--- src/rtl/nmi_wd_pkg.sv ---
package nmi_wd_pkg;
  typedef enum logic {
    WD_IDLE = 1'b0,
    WD_RUN  = 1'b1
  } wd_state_e;
endpackage

--- src/rtl/nmi_wd_pend.sv ---
module nmi_wd_pend #(
  parameter int NFLAG = 8
) (
  input  logic [NFLAG-1:0] flag,
  input  logic [NFLAG-1:0] en,
  output logic             pend
);
  logic [NFLAG-1:0] masked;
  for (genvar i = 0; i < NFLAG; i++) begin : g_mask
    assign masked[i] = flag[i] & en[i];
  end
  assign pend = |masked;
endmodule

--- src/rtl/nmi_wd_period.sv ---
module nmi_wd_period #(
  parameter int              PW      = 16,
  parameter logic [PW-1:0]   RST_VAL = '1
) (
  input  logic          clk,
  input  logic          rst_n,
  input  logic          wr,
  input  logic [PW-1:0] wdata,
  output logic [PW-1:0] period
);
  always_ff @(posedge clk or negedge rst_n) begin
    if (!rst_n)  period <= RST_VAL;
    else if (wr) period <= wdata;
  end
endmodule

--- src/rtl/nmi_wd_timer.sv ---
module nmi_wd_timer
  import nmi_wd_pkg::*;
#(
  parameter int PW = 16
) (
  input  logic          clk,
  input  logic          rst_n,
  input  logic          pend,
  input  logic [PW-1:0] period,
  output logic          hit,
  output logic          expire
);
  wd_state_e     state;
  logic [PW-1:0] cnt;

  // Expiry is decided on an edge where the count has reached the period
  // and the flags are still pending.
  assign hit = (state == WD_RUN) && pend && (cnt >= period);

  always_ff @(posedge clk or negedge rst_n) begin
    if (!rst_n) begin
      state  <= WD_IDLE;
      cnt    <= '0;
      expire <= 1'b0;
    end else begin
      expire <= 1'b0;
      unique case (state)
        WD_IDLE: if (pend) begin
          state <= WD_RUN;
          cnt   <= PW'(1);
        end
        WD_RUN: begin
          if (!pend) begin
            state <= WD_IDLE;
            cnt   <= '0;
          end else if (hit) begin
            expire <= 1'b1;
            state  <= WD_IDLE;
            cnt    <= '0;
          end else begin
            cnt <= cnt + PW'(1);
          end
        end
        default: state <= WD_IDLE;
      endcase
    end
  end
endmodule

--- src/rtl/nmi_wd_notify.sv ---
module nmi_wd_notify (
  input  logic clk,
  input  logic rst_n,
  input  logic hit,
  input  logic clr,
  output logic nmi_out,
  output logic cause
);
  always_ff @(posedge clk or negedge rst_n) begin
    if (!rst_n) begin
      nmi_out <= 1'b0;
      cause   <= 1'b0;
    end else begin
      nmi_out <= hit;
      if (hit)      cause <= 1'b1;
      else if (clr) cause <= 1'b0;
    end
  end
endmodule

--- src/rtl/nmi_ack_wdog.sv ---
module nmi_ack_wdog #(
  parameter int            NFLAG   = 8,
  parameter int            PW      = 16,
  parameter logic [PW-1:0] PER_RST = 16'hFFFF
) (
  input  logic             clk,
  input  logic             rst_n,
  input  logic [NFLAG-1:0] nmi_flag,
  input  logic [NFLAG-1:0] nmi_en,
  input  logic             period_wr,
  input  logic [PW-1:0]    period_wdata,
  input  logic             cause_clr,
  output logic [PW-1:0]    period_q,
  output logic             sub_rst,
  output logic             partner_nmi,
  output logic             wd_cause
);
  logic pend;
  logic hit;

  nmi_wd_pend #(.NFLAG(NFLAG)) u_pend (
    .flag(nmi_flag), .en(nmi_en), .pend(pend)
  );

  nmi_wd_period #(.PW(PW), .RST_VAL(PER_RST)) u_period (
    .clk(clk), .rst_n(rst_n), .wr(period_wr), .wdata(period_wdata),
    .period(period_q)
  );

  nmi_wd_timer #(.PW(PW)) u_timer (
    .clk(clk), .rst_n(rst_n), .pend(pend), .period(period_q),
    .hit(hit), .expire(sub_rst)
  );

  nmi_wd_notify u_notify (
    .clk(clk), .rst_n(rst_n), .hit(hit), .clr(cause_clr),
    .nmi_out(partner_nmi), .cause(wd_cause)
  );
endmodule

--- config.mk ---
export PLATFORM = sky130hd
export DESIGN_NAME = nmi_ack_wdog
export DESIGN_NICKNAME = d
export VERILOG_FILES = /design/src/rtl/nmi_wd_pkg.sv /design/src/rtl/nmi_wd_pend.sv /design/src/rtl/nmi_wd_period.sv /design/src/rtl/nmi_wd_timer.sv /design/src/rtl/nmi_wd_notify.sv /design/src/rtl/nmi_ack_wdog.sv
export SDC_FILE = /design/constraint.sdc
export NUM_CORES = 1
export LEC_CHECK = 0
export ABC_AREA = 1
export ABC_CLOCK_PERIOD_IN_PS = 3020
export BUFFER_PORTS_ARGS = -buffer_cell sky130_fd_sc_hd__clkbuf_2
export CORE_MARGIN = 1.5
export CORE_UTILIZATION = 35
export DETAILED_ROUTE_END_ITERATION = 8
export PLACE_DENSITY_LB_ADDON = 0.15
export SYNTH_ARGS = -nofsm -noshare
export SYNTH_HDL_FRONTEND = slang
export SYNTH_SLANG_ARGS = --single-unit
--- constraint.sdc ---
create_clock -name clk -period 3.02 [get_ports clk]
set_clock_uncertainty 0.15 [all_clocks]
set_input_delay 0.604 -clock clk [delete_from_list [all_inputs] [get_ports clk]]
set_output_delay 0.604 -clock clk [all_outputs]
set_load 0.005 [all_outputs]
==> flow_metrics.py <==
metrics = {
    "pwr": {
        "switching_share": 0.296,
        "p_int_uw": 919,
        "peakVddDrop_mv": 0.228,
        "cellPowerDensity_nw_per_um2": 498,
        "power_switching_uw": 386,
        "p_comb_frac": 0.210,
        "clkPwrFrac": 0.327,
        "power.leakage_uw": 0.00137,
        "p_seq_frac": 0.463,
    },
    "clocking": {
        "clk_pin_slew_ps": 80,
        "cts_buffers": 5,
        "cts_setup_buffers": 0,
        "ctsRootBufferMaster": "clkbuf_8",
        "cts-htree-levels": 2,
        "ctsResizeCount": 0,
        "insertion_delay_ps": 290,
        "cts_buffer_depth": 2,
        "hold_buffers": 0,
        "cts_sinks": 36,
        "tritoncts": "yes",
    },
    "sta": {
        "worst_slew_margin_rel": 0.395,
        "hold_viol": 0,
        "final.period_utilization": 0.690,
        "worst_pin_slew_ps": 907,
        "period_needed_ps": 2080,
        "slew_viol_final": 0,
        "setup_tns_ps": 0,
        "holdWs_ps": 281,
        "setup_viol": 0,
        "fmax_ghz": 0.480,
        "rsz0062_at_grt": "no",
    },
    "synthesis": {
        "ys_warn_count": 0,
        "syn-cell-area_um2": 2170,
        "yosys_register_bits": 36,
        "synth.distinct_cells": 29,
        "synth_nets": 333,
        "async_reset_ff_frac": 1.00,
        "ys_seq_area_frac": 0.423,
        "ys.flop_type": "dfrtp_1",
        "synth_edf_count": 0,
        "syn_inst": 280,
        "synth_area_per_cell_um2": 7.77,
    },
    "worst_setup_path": {
        "worstSetupPathType": "reg2reg",
        "cp-start-kind": "register",
        "cp.required_ps": 3050,
        "cp_max_fo": 15,
        "end_kind": "register",
        "arrival_ps": 2120,
    },
    "global_route": {
        "grt_pass1_wl_um": 7770,
        "grt_usage": 0.151,
        "grt_pass1_vias": 1753,
        "grt_overflow": 0,
        "grt_max_degree": 37,
        "grt_antenna_before_repair": 0,
    },
    "detailed_routing": {
        "drtIter0Drc": 52,
        "drtAntennaViolNets": 0,
        "vias_per_cell": 4.60,
        "drc": 0,
        "routedWlPerCell_um": 11.0,
        "wl_um": 4520,
        "num_vias": 1892,
        "dr.pass1.iters": 4,
    },
    "min_path": {
        "min_path_type": "in2async",
    },
    "finish": {
        "regArea_um2": 921,
        "fill_cells": 617,
        "final_common_cell": "nand2_1",
        "finalNetCount": 388,
        "final_area_um2": 2620,
        "drive_above_1_share": 0.271,
        "final_cell_mix": "nand2_1, clkbuf_2, inv_1",
        "diodes": 0,
        "syn_to_final_growth_pct": 20.4,
        "multi_input_area_um2": 1090,
    },
    "floorplan": {
        "start_util": 0.365,
        "die_x_um": 81.8,
        "die_area_um2": 6700,
        "num_rows": 28,
        "core_um2": 5960,
        "ioPinCount": 55,
        "die_h_um": 81.8,
    },
    "place": {
        "hpwl_um": 3380,
        "place_area_um2": 2510,
        "gp_congestion": 0.820,
        "port_buffers": 54,
    },
    "outcome": {
        "outcome": "complete, no violations",
    },
    "job": {
        "drv_cap": 0,
    },
}
==> final timing paths <==
check | start | cells past startpoint | endpoint | slack, ps
worst max register to register | u_period.period[1] | 12 | u_notify.cause | 940
worst min register to register | u_notify.cause | 2 | u_notify.cause | 340
worst max-delay path | u_period.period[1] | 12 | u_notify.cause | 940
worst min-delay path | rst_n | 1 | u_timer.cnt[9] | 280
min in group clk | u_notify.cause | 2 | u_notify.cause | 340
max in group asynchronous | rst_n | 1 | u_timer.expire | 1870
==> stage by stage <==
step / total power [µW] / setup WS (ps) / utilization / instances
final: 1300 / 936 / 0.439 / 411
after global routing: 1400 / 713 / 0.439 / 411
after CTS: 1330 / 893 / 0.439 / 411
after detailed placement: 894 / 893 / 0.421 / 403
after global placement: 887 / 922 / 0.421 / 403
after floorplan: 796 / 1180 / - / 280
==> registers in the layout, summed over array words and instances, names as in the netlist <==
register          cells
u_timer.cnt          16
u_timer.state         1
u_period.period      16
u_timer.expire        1
u_notify.nmi_out      1
u_notify.cause        1
==> cells in the mapped netlist, types with 2 or more instances <==
cell | n | share of area
nand2_1 | 84 | 0.14
inv_1 | 34 | 0.059
dfrtp_1 | 20 | 0.23
ha_1 | 17 | 0.098
nand3_1 | 17 | 0.039
dfstp_2 | 16 | 0.19
nor2_1 | 16 | 0.028
o21ai_0 | 16 | 0.037
o21ai_1 | 15 | 0.035
a21oi_1 | 8 | 0.018
nor3_1 | 5 | 0.012
nand2_2 | 4 | 0.012
xor2_1 | 4 | 0.016
clkbuf_1 | 3 | 0.0052
nand4_1 | 3 | 0.0086
nor2_2 | 3 | 0.0086
buf_2 | 2 | 0.0046
or2_0 | 2 | 0.0058
==> worst max-delay path, cell delays in order (launching register included) <==
cell and delay (ps):
dfstp_2 530, inv_1 50, ha_1 300, nand2_1 70, nand3_1 80, nand2_1 60
nand2_1 50, nand2_1 60, nand2_1 60, nand2_1 120, nand2_2 220, nand2_1 180
nand2_1 60
==> power by group through the flow <==
| stage | sequential (µW) | combinational (µW) | clock [µW] |
|---|---|---|---|
| final | 604 | 275 | 426 |
| after floorplan | 603 | 193 | 0 |
| after global placement | 612 | 275 | 0 |
| after CTS | 605 | 281 | 443 |
| after detailed placement | 614 | 280 | 0 |
| after global routing | 614 | 321 | 460 |
==> metal layers <==
layer	routed length (µm)	vias to the layer above	GRT usage
met5	0	-	0
met4	44	0	0.0492
met3	221	5	0.0367
met2	1920	42	0.237
met1	2330	839	0.202
li1	-	1006	-
==> cell type report <==
cell class              count  share of cell area
multi-input cells         203               0.416
flip-flops and latches     36               0.352
repair buffers             54               0.103
inverters                  35              0.0502
well taps                  75              0.0359
clock buffers               5              0.0263
clock inverters             3              0.0163
==> cell families (layout without fill, tap and decap cells) <==
| logic type | Yosys count | in the layout | synth area share |
|---|---|---|---|
| xor gates and xnor gates | 5 | 5 | 0.0201 |
| and+or+nand+nor | 139 | 139 | 0.281 |
| AOI/OAI and AO/OA | 41 | 41 | 0.0967 |
| buffers and inverters | 41 | 97 | 0.0754 |
| DFF | 36 | 36 | 0.423 |
| muxes | 1 | 1 | 0.00518 |
| adders and majority gates | 17 | 17 | 0.0978 |
Power figures use the tool's default switching activity.
